<file path="src/rtl/spa_pkg.sv">
package spa_pkg;

    // how the slave behaves when no master requests it
    typedef enum logic [1:0] {
        PARK_NONE  = 2'd0,
        PARK_LAST  = 2'd1,
        PARK_FIXED = 2'd2,
        PARK_RSVD  = 2'd3
    } park_mode_e;

endpackage

</file>
<file path="src/rtl/spa_pick.sv">
// Priority pick with round-robin tie break, purely combinational.
module spa_pick #(
    parameter int N  = 12,
    parameter int PW = 2,
    localparam int IW = (N > 1) ? $clog2(N) : 1
) (
    input  logic [N-1:0]    req_i,
    input  logic [N*PW-1:0] prio_i,
    input  logic [IW-1:0]   ptr_i,
    output logic            valid_o,
    output logic [IW-1:0]   idx_o
);

    logic [PW-1:0] prio_m [N];
    logic [PW-1:0] top_prio;
    logic [N-1:0]  cand;

    for (genvar m = 0; m < N; m++) begin : g_unpack
        assign prio_m[m] = prio_i[m*PW +: PW];
    end

    always_comb begin
        top_prio = '0;
        for (int m = 0; m < N; m++) begin
            if (req_i[m] && (prio_m[m] > top_prio)) begin
                top_prio = prio_m[m];
            end
        end
        for (int m = 0; m < N; m++) begin
            cand[m] = req_i[m] && (prio_m[m] == top_prio);
        end
    end

    // scan from ptr+1 upwards, wrapping, so the last winner comes last
    always_comb begin
        valid_o = 1'b0;
        idx_o   = '0;
        for (int k = 1; k <= N; k++) begin
            int pos;
            pos = (int'(ptr_i) + k) % N;
            if (!valid_o && cand[pos]) begin
                valid_o = 1'b1;
                idx_o   = IW'(pos);
            end
        end
    end

endmodule

</file>
<file path="src/rtl/spa_park_sel.sv">
// Chooses the master the slave rests on while idle.
module spa_park_sel
    import spa_pkg::*;
#(
    parameter int N  = 12,
    parameter int FW = 4,
    localparam int IW = (N > 1) ? $clog2(N) : 1
) (
    input  park_mode_e      mode_i,
    input  logic [FW-1:0]   fix_idx_i,
    input  logic [IW-1:0]   last_i,
    input  logic            seen_i,
    output logic            valid_o,
    output logic [IW-1:0]   idx_o
);

    always_comb begin
        valid_o = 1'b0;
        idx_o   = '0;
        unique case (mode_i)
            PARK_LAST: begin
                valid_o = seen_i;
                idx_o   = last_i;
            end
            PARK_FIXED: begin
                if (int'(fix_idx_i) < N) begin
                    valid_o = 1'b1;
                    idx_o   = IW'(fix_idx_i);
                end
            end
            default: begin
                valid_o = 1'b0;
            end
        endcase
    end

endmodule

</file>
<file path="src/rtl/spa_slot_timer.sv">
// Counts the cycles of one tenure and flags when the limit is reached.
module spa_slot_timer #(
    parameter int SW = 9
) (
    input  logic          clk,
    input  logic          rst_n,
    input  logic          run_i,
    input  logic          restart_i,
    input  logic          end_i,
    input  logic [SW-1:0] limit_i,
    output logic          expire_o
);

    logic [SW-1:0] cnt_d, cnt_q;
    logic [SW:0]   cnt_nxt;

    always_comb begin
        if (restart_i) begin
            cnt_d = '0;
        end else if (run_i) begin
            cnt_d = (cnt_q == '1) ? cnt_q : cnt_q + 1'b1;
        end else begin
            cnt_d = '0;
        end
    end

    always_ff @(posedge clk or negedge rst_n) begin
        if (!rst_n) begin
            cnt_q <= '0;
        end else begin
            cnt_q <= cnt_d;
        end
    end

    assign cnt_nxt  = {1'b0, cnt_q} + 1'b1;
    assign expire_o = run_i && !end_i && (limit_i != '0) && (cnt_nxt >= {1'b0, limit_i});

endmodule

</file>
<file path="src/rtl/slv_port_arbiter.sv">
module slv_port_arbiter
    import spa_pkg::*;
#(
    parameter int N  = 12,
    parameter int PW = 2,
    parameter int SW = 9,
    parameter int FW = 4,
    localparam int IW = (N > 1) ? $clog2(N) : 1
) (
    input  logic            clk,
    input  logic            rst_n,
    input  logic [N-1:0]    req_i,
    input  logic [N*PW-1:0] prio_i,
    input  logic            burst_end_i,
    input  logic [SW-1:0]   slot_limit_i,
    input  logic [1:0]      park_mode_i,
    input  logic [FW-1:0]   park_idx_i,
    output logic [N-1:0]    grant_o,
    output logic            connected_o,
    output logic            slot_expired_o
);

    typedef struct packed {
        logic          busy;
        logic          valid;
        logic [IW-1:0] owner;
        logic [IW-1:0] last;
        logic          seen;
    } arb_state_t;

    arb_state_t    st_d, st_q;
    logic [N-1:0]  owner_oh;
    logic [N-1:0]  pick_mask;
    logic          pick_valid;
    logic [IW-1:0] pick_idx;
    logic          park_valid;
    logic [IW-1:0] park_idx;
    logic          slot_exp;
    logic          restart;
    logic          parked_hit;

    assign owner_oh = {{(N-1){1'b0}}, 1'b1} << st_q.owner;

    spa_pick #(.N(N), .PW(PW)) u_pick (
        .req_i   (pick_mask),
        .prio_i  (prio_i),
        .ptr_i   (st_q.last),
        .valid_o (pick_valid),
        .idx_o   (pick_idx)
    );

    spa_park_sel #(.N(N), .FW(FW)) u_park (
        .mode_i    (park_mode_e'(park_mode_i)),
        .fix_idx_i (park_idx_i),
        .last_i    (st_q.last),
        .seen_i    (st_q.seen),
        .valid_o   (park_valid),
        .idx_o     (park_idx)
    );

    spa_slot_timer #(.SW(SW)) u_slot (
        .clk       (clk),
        .rst_n     (rst_n),
        .run_i     (st_q.busy),
        .restart_i (restart),
        .end_i     (burst_end_i),
        .limit_i   (slot_limit_i),
        .expire_o  (slot_exp)
    );

    always_comb begin
        st_d       = st_q;
        restart    = 1'b0;
        pick_mask  = slot_exp ? (req_i & ~owner_oh) : req_i;
        parked_hit = !st_q.busy && st_q.valid && req_i[st_q.owner];

        if (!st_q.busy) begin
            if (parked_hit) begin
                st_d.busy = 1'b1;
                st_d.last = st_q.owner;
                st_d.seen = 1'b1;
                restart   = 1'b1;
            end else if (pick_valid) begin
                st_d.busy  = 1'b1;
                st_d.valid = 1'b1;
                st_d.owner = pick_idx;
                st_d.last  = pick_idx;
                st_d.seen  = 1'b1;
                restart    = 1'b1;
            end else begin
                st_d.valid = park_valid;
                st_d.owner = park_idx;
            end
        end else if (burst_end_i || slot_exp) begin
            if (pick_valid) begin
                st_d.valid = 1'b1;
                st_d.owner = pick_idx;
                st_d.last  = pick_idx;
                st_d.seen  = 1'b1;
                restart    = 1'b1;
            end else if (slot_exp) begin
                restart = 1'b1;
            end else begin
                st_d.busy  = 1'b0;
                st_d.valid = park_valid;
                st_d.owner = park_idx;
            end
        end
    end

    always_ff @(posedge clk or negedge rst_n) begin
        if (!rst_n) begin
            st_q <= '0;
        end else begin
            st_q <= st_d;
        end
    end

    assign grant_o        = st_q.valid ? owner_oh : '0;
    assign connected_o    = st_q.valid;
    assign slot_expired_o = slot_exp;


    grant_after_req_chk: assert property (@(posedge clk) disable iff (!rst_n)
        (!st_q.busy && req_i != '0) |=> (st_q.busy && ((grant_o & $past(req_i)) != '0)));


    hold_tenure_chk: assert property (@(posedge clk) disable iff (!rst_n)
        (st_q.busy && !burst_end_i && !slot_expired_o) |=> $stable(grant_o));


    slot_handover_chk: assert property (@(posedge clk) disable iff (!rst_n)
        (slot_expired_o && ((req_i & ~grant_o) != '0)) |=> (grant_o != $past(grant_o)));


    park_none_chk: assert property (@(posedge clk) disable iff (!rst_n)
        ((park_mode_i == PARK_NONE) && req_i == '0 && (!st_q.busy || burst_end_i))
        |=> (grant_o == '0));


    park_fixed_chk: assert property (@(posedge clk) disable iff (!rst_n)
        ((park_mode_i == PARK_FIXED) && (int'(park_idx_i) < N) && req_i == '0
         && (!st_q.busy || burst_end_i))
        |=> (grant_o == ({{(N-1){1'b0}}, 1'b1} << $past(park_idx_i))));

endmodule

</file>
<file path="config.mk">
export PLATFORM = sky130hd
export DESIGN_NAME = slv_port_arbiter
export DESIGN_NICKNAME = d
export VERILOG_FILES = /design/src/rtl/spa_pkg.sv /design/src/rtl/spa_pick.sv /design/src/rtl/spa_park_sel.sv /design/src/rtl/spa_slot_timer.sv /design/src/rtl/slv_port_arbiter.sv
export SDC_FILE = /design/constraint.sdc
export NUM_CORES = 1
export LEC_CHECK = 0
export CELL_PAD_IN_SITES_DETAIL_PLACEMENT = 1
export CELL_PAD_IN_SITES_GLOBAL_PLACEMENT = 1
export CORE_ASPECT_RATIO = 1.75
export CORE_MARGIN = 8
export CORE_UTILIZATION = 40
export CTS_BUF_LIST = sky130_fd_sc_hd__clkbuf_4
export CTS_CLUSTER_SIZE = 24
export DETAILED_ROUTE_END_ITERATION = 10
export PLACE_DENSITY_LB_ADDON = 0.1
export SKIP_CTS_REPAIR_TIMING = 1
export SYNTH_ARGS = -nofsm -noshare
export SYNTH_HDL_FRONTEND = slang
export SYNTH_SLANG_ARGS = --single-unit
</file>
<file path="constraint.sdc">
create_clock -name clk -period 16.05 [get_ports clk]
set_input_delay 1.605 -clock clk [delete_from_list [all_inputs] [get_ports clk]]
set_output_delay 1.605 -clock clk [all_outputs]
set_load 0.01 [all_outputs]
</file>
==> impl_table.tex <==
\begin{tabular}{lr}
\hline
Metric & Value \\
\hline
\multicolumn{2}{l}{\textbf{Run status}} \\
\quad Outcome & finished with violations \\
\quad Violations in the final reports & setup timing \\
\multicolumn{2}{l}{\textbf{Power and ir drop}} \\
\quad Power density over the cells & 244.3 nW/µm² \\
\quad Part of the power in the clock network & 1.1\% \\
\quad Net Sw Power & 1.375 mW \\
\quad Internal power of the cells & 1.111 mW \\
\quad Leakage Power & 4.442 nW \\
\quad Relative contribution of sequential cells to total power & 3.4\% \\
\quad Power share of the combinational group & 95.5\% \\
\quad Switching Share & 55.32\% \\
\quad VDD IR max & 0.0001545 V \\
\multicolumn{2}{l}{\textbf{Critical path}} \\
\quad Category of the worst setup path capture point & register \\
\quad R2R setup slack & -1.77 ns \\
\quad Worst Path Class, Setup & in2reg \\
\quad Top fanout value on the critical path & 7 \\
\quad Most numerous cell on the critical path & sky130\_fd\_sc\_hd\_\_ha\_4 \\
\quad CP Data Required Time & 16.27 ns \\
\quad Arrival time at the worst endpoint & 18.20 ns \\
\quad Element type at the critical path start & input port \\
\quad Slowest library cell on the worst path & sky130\_fd\_sc\_hd\_\_or4b\_4 \\
\quad Max incr delay on CP & 0.59 ns \\
\multicolumn{2}{l}{\textbf{Routing}} \\
\quad Number of nets with antenna violations after detailed routing & 0 \\
\quad Count of vias placed by the detailed router & 9,453 \\
\quad Number of DRC violations after detailed-routing iteration 0 & 479 \\
\quad Avg Vias per Cell & 6.422 \\
\quad Number of optimization iterations in the first detailed-route pass & 5 \\
\quad Post-detailed-routing wire length & 36.07 mm \\
\quad Wire per inst & 24.51 µm \\
\quad Post-route DRC violation count & 0 \\
\multicolumn{2}{l}{\textbf{Synthesis}} \\
\quad Synth async-reset ratio & 100.0\% \\
\quad Post-Synthesis Net Count & 1,096 \\
\quad Number of flops mapped to enable cells by yosys & 0 \\
\quad Number of standard cells after synthesis & 981 \\
\quad Total standard cell area after synthesis & 6854 µm² \\
\quad Distinct cells, synth & 109 \\
\quad Proportion of netlist area held by the largest area contributor & 11.14\% \\
\quad Yosys synthesis warning count & 0 \\
\quad Post-Synthesis Mean Instance Area & 6.987 µm² \\
\quad Main area contributors after synthesis & sky130\_fd\_sc\_hd\_\_ha\_1, sky130\_fd\_sc\_hd\_\_dfrtp\_1, sky130\_fd\_sc\_hd\_\_nor2\_1 \\
\quad Share of the yosys chip area belonging to registers & 7.302\% \\
\quad Synthesis-stage register bit count & 20 \\
\quad Primary flip-flop cell chosen by synthesis mapping & sky130\_fd\_sc\_hd\_\_dfrtp\_1 \\
\quad Synth area leader & sky130\_fd\_sc\_hd\_\_ha\_1 \\
\multicolumn{2}{l}{\textbf{Finish}} \\
\quad Area Overhead vs Synth & 48.47\% \\
\quad Leading cell type in the layout, fill and taps excluded & sky130\_fd\_sc\_hd\_\_buf\_4 \\
\quad Commonest cells after routing, fill and taps aside & sky130\_fd\_sc\_hd\_\_buf\_4, sky130\_fd\_sc\_hd\_\_nor2\_1, sky130\_fd\_sc\_hd\_\_nand2\_1 \\
\quad Net count, final & 1,361 \\
\quad Post-route non-filler standard cell count & 1,472 \\
\quad Share of final-layout standard cells stronger than drive strength 1 & 33.12\% \\
\multicolumn{2}{l}{\textbf{Die}} \\
\quad Starting density of the core & 40.63\% \\
\quad I/O pin count & 68 \\
\quad DIE WIDTH & 115.0 µm \\
\quad Floorplan die area & 21,740 µm² \\
\quad Core Box Area & 16,870 µm² \\
\quad Overall die height & 189.2 µm \\
\quad Std cell rows & 63 \\
\multicolumn{2}{l}{\textbf{GRT}} \\
\quad Largest net degree at the start of global routing & 34 \\
\quad Global-route usage over all layers & 28.41\% \\
\quad Residual overflow from global routing & 0 \\
\quad Via count of the first global-routing pass & 9,787 \\
\quad First-pass GRT wire length & 49.23 mm \\
\quad Initial antenna violation count & 1 \\
\multicolumn{2}{l}{\textbf{STA}} \\
\quad Max-Slew Margin vs Limit & 28.93\% \\
\quad Period Utilization, post-route & 112.0\% \\
\quad Worst Clk Skew & 0.008480 ns \\
\quad Final setup vio count & 20 \\
\quad Final Critical Period & 17.97 ns \\
\quad Transition time of the tightest slew-check pin & 1.058 ns \\
\quad Final setup TNS & -36.52 ns \\
\quad Unrepaired setup endpoints after global routing & yes \\
\quad Max Freq & 55.64 MHz \\
\quad Setup slack after layout & -1.923 ns \\
\quad Final Max Slew Viols & 0 \\
\quad Total count of hold-check failures in the final report & 0 \\
\multicolumn{2}{l}{\textbf{Place}} \\
\quad Global placement routability congestion & 1.002 \\
\quad Detailed Place HPWL & 26.52 mm \\
\quad Input/output buffers & 67 \\
\quad Cells after DPL & 1,448 \\
\quad Worst slack at placement & -2.360 ns \\
\multicolumn{2}{l}{\textbf{Flow run}} \\
\quad Count of max-cap constraint violations & 0 \\
\multicolumn{2}{l}{\textbf{CTS}} \\
\quad TritonCTS clock tree & done \\
\quad Clock-pin slew on the worst setup and hold paths & 0.12 ns \\
\quad Inserted Clock Buffers & 3 \\
\quad Number of H-tree branching levels & 1 \\
\quad Clock tree buffer depth & 2 \\
\quad Clock Tree Root & sky130\_fd\_sc\_hd\_\_clkbuf\_4 \\
\quad CTS sink count & 20 \\
\quad Clock insertion delay at the later pin of the skew report & 0.33 ns \\
\multicolumn{2}{l}{\textbf{Worst hold path}} \\
\quad Hold WC Path Type & reg2reg \\
\hline
\end{tabular}
## state kept, by name, summed over array words and instances, names as in the netlist
name,count
st_q,10
u_slot.cnt_q,9
connected_o,1
## per-stage QoR
step / hold slack [ns] / utilization, % / power (mW) / cell area, µm²
3_3_place_gp: 0.4752 / 56.06 / 2.115 / 9457
5_1_grt: 0.5003 / 60.32 / 2.629 / 10180
3_5_place_dp: 0.4696 / 56.06 / 2.180 / 9457
2_1_floorplan: 0.4416 / - / 1.351 / 7112
4_1_cts: 0.4962 / 56.19 / 2.216 / 9479
6_report: 0.4922 / 60.32 / 2.486 / 10180
## area by class of cell
type | count | area, µm²
Antenna cell | 1 | 2.502
Fill cell | 2152 | 6693
Inverter | 59 | 229.0
Clock buffer | 3 | 22.52
Timing Repair Buffer | 293 | 2415
Multi-Input combinational cell | 869 | 6723
Sequential cell | 20 | 500.5
Tap cell | 227 | 284.0
## layer usage
| metal | wire length [µm] | vias to the layer above | global-route usage, % |
|---|---|---|---|
| met4 | 3283 | 0 | 21.96 |
| met1 | 12410 | 4627 | 26.62 |
| li1 | - | 4224 | - |
| met2 | 18890 | 414 | 54.28 |
| met5 | 0 | - | 0 |
| met3 | 1493 | 188 | 2.616 |
## cells in the mapped netlist, drive strengths merged (7+ instances only)
cell,instances
nand2b,14
o22ai,8
or2,12
a22oi,8
o211ai,19
mux2i,15
inv,57
and2,13
a21oi,51
nand4,10
nor2,125
mux2,15
mux4,8
a211o,7
o21a,8
ha,61
clkbuf,25
o21ai,70
xnor2,32
a211oi,19
or3,10
a21boi,7
a21o,13
a31oi,19
buf,10
nand2,86
o31ai,10
nand3,38
dfrtp,20
xor2,13
nor2b,12
nor3,52
## power groups by stage
stage | clock network (mW) | logic [mW] | registers, mW
after floorplan | 0 | 1.27 | 0.0847
after global placement | 0 | 2.03 | 0.0836
after detailed placement | 0 | 2.10 | 0.0845
after CTS | 0.0257 | 2.11 | 0.0835
after global routing | 0.0278 | 2.52 | 0.0860
final | 0.0264 | 2.37 | 0.0850
## critical path: cells and delay by family
kind	cells	cell delay [ns]
AOI/OAI and AO/OA	40	6.33
and+or+nand+nor	26	3.63
buffers and inverters	13	1.40
adders and majority gates	13	3.29
muxes	5	1.74
xor gates and xnor gates	1	0.21
## path summary, 6_finish.rpt
check,startpoint,end,cells past startpoint
worst min register to register,st_q[0]$_DFFE_PN0P_,st_q[0]$_DFFE_PN0P_,1
min in group asynchronous,rst_n,connected_o$_DFFE_PN0P_,1
worst max-delay path,slot_limit_i[5],st_q[7]$_DFFE_PN0P_,98
worst max register to register,u_slot.cnt_q[0]$_DFFE_PN0P_,st_q[7]$_DFFE_PN0P_,102
worst min-delay path,st_q[0]$_DFFE_PN0P_,st_q[0]$_DFFE_PN0P_,1
max in group asynchronous,rst_n,u_slot.cnt_q[3]$_DFFE_PN0P_,1
## logic make-up after synthesis
kind of cell,share of synthesized area (%)
flip-flops,7.302
AO/OA/AOI/OAI,33.00
adder cells (fa/ha/maj),11.45
AND/OR/NAND/NOR,29.48
XOR/XNOR,5.750
buffers and inverters,5.513
multiplexers,7.503
No activity file was read; power rests on OpenSTA's default activity.
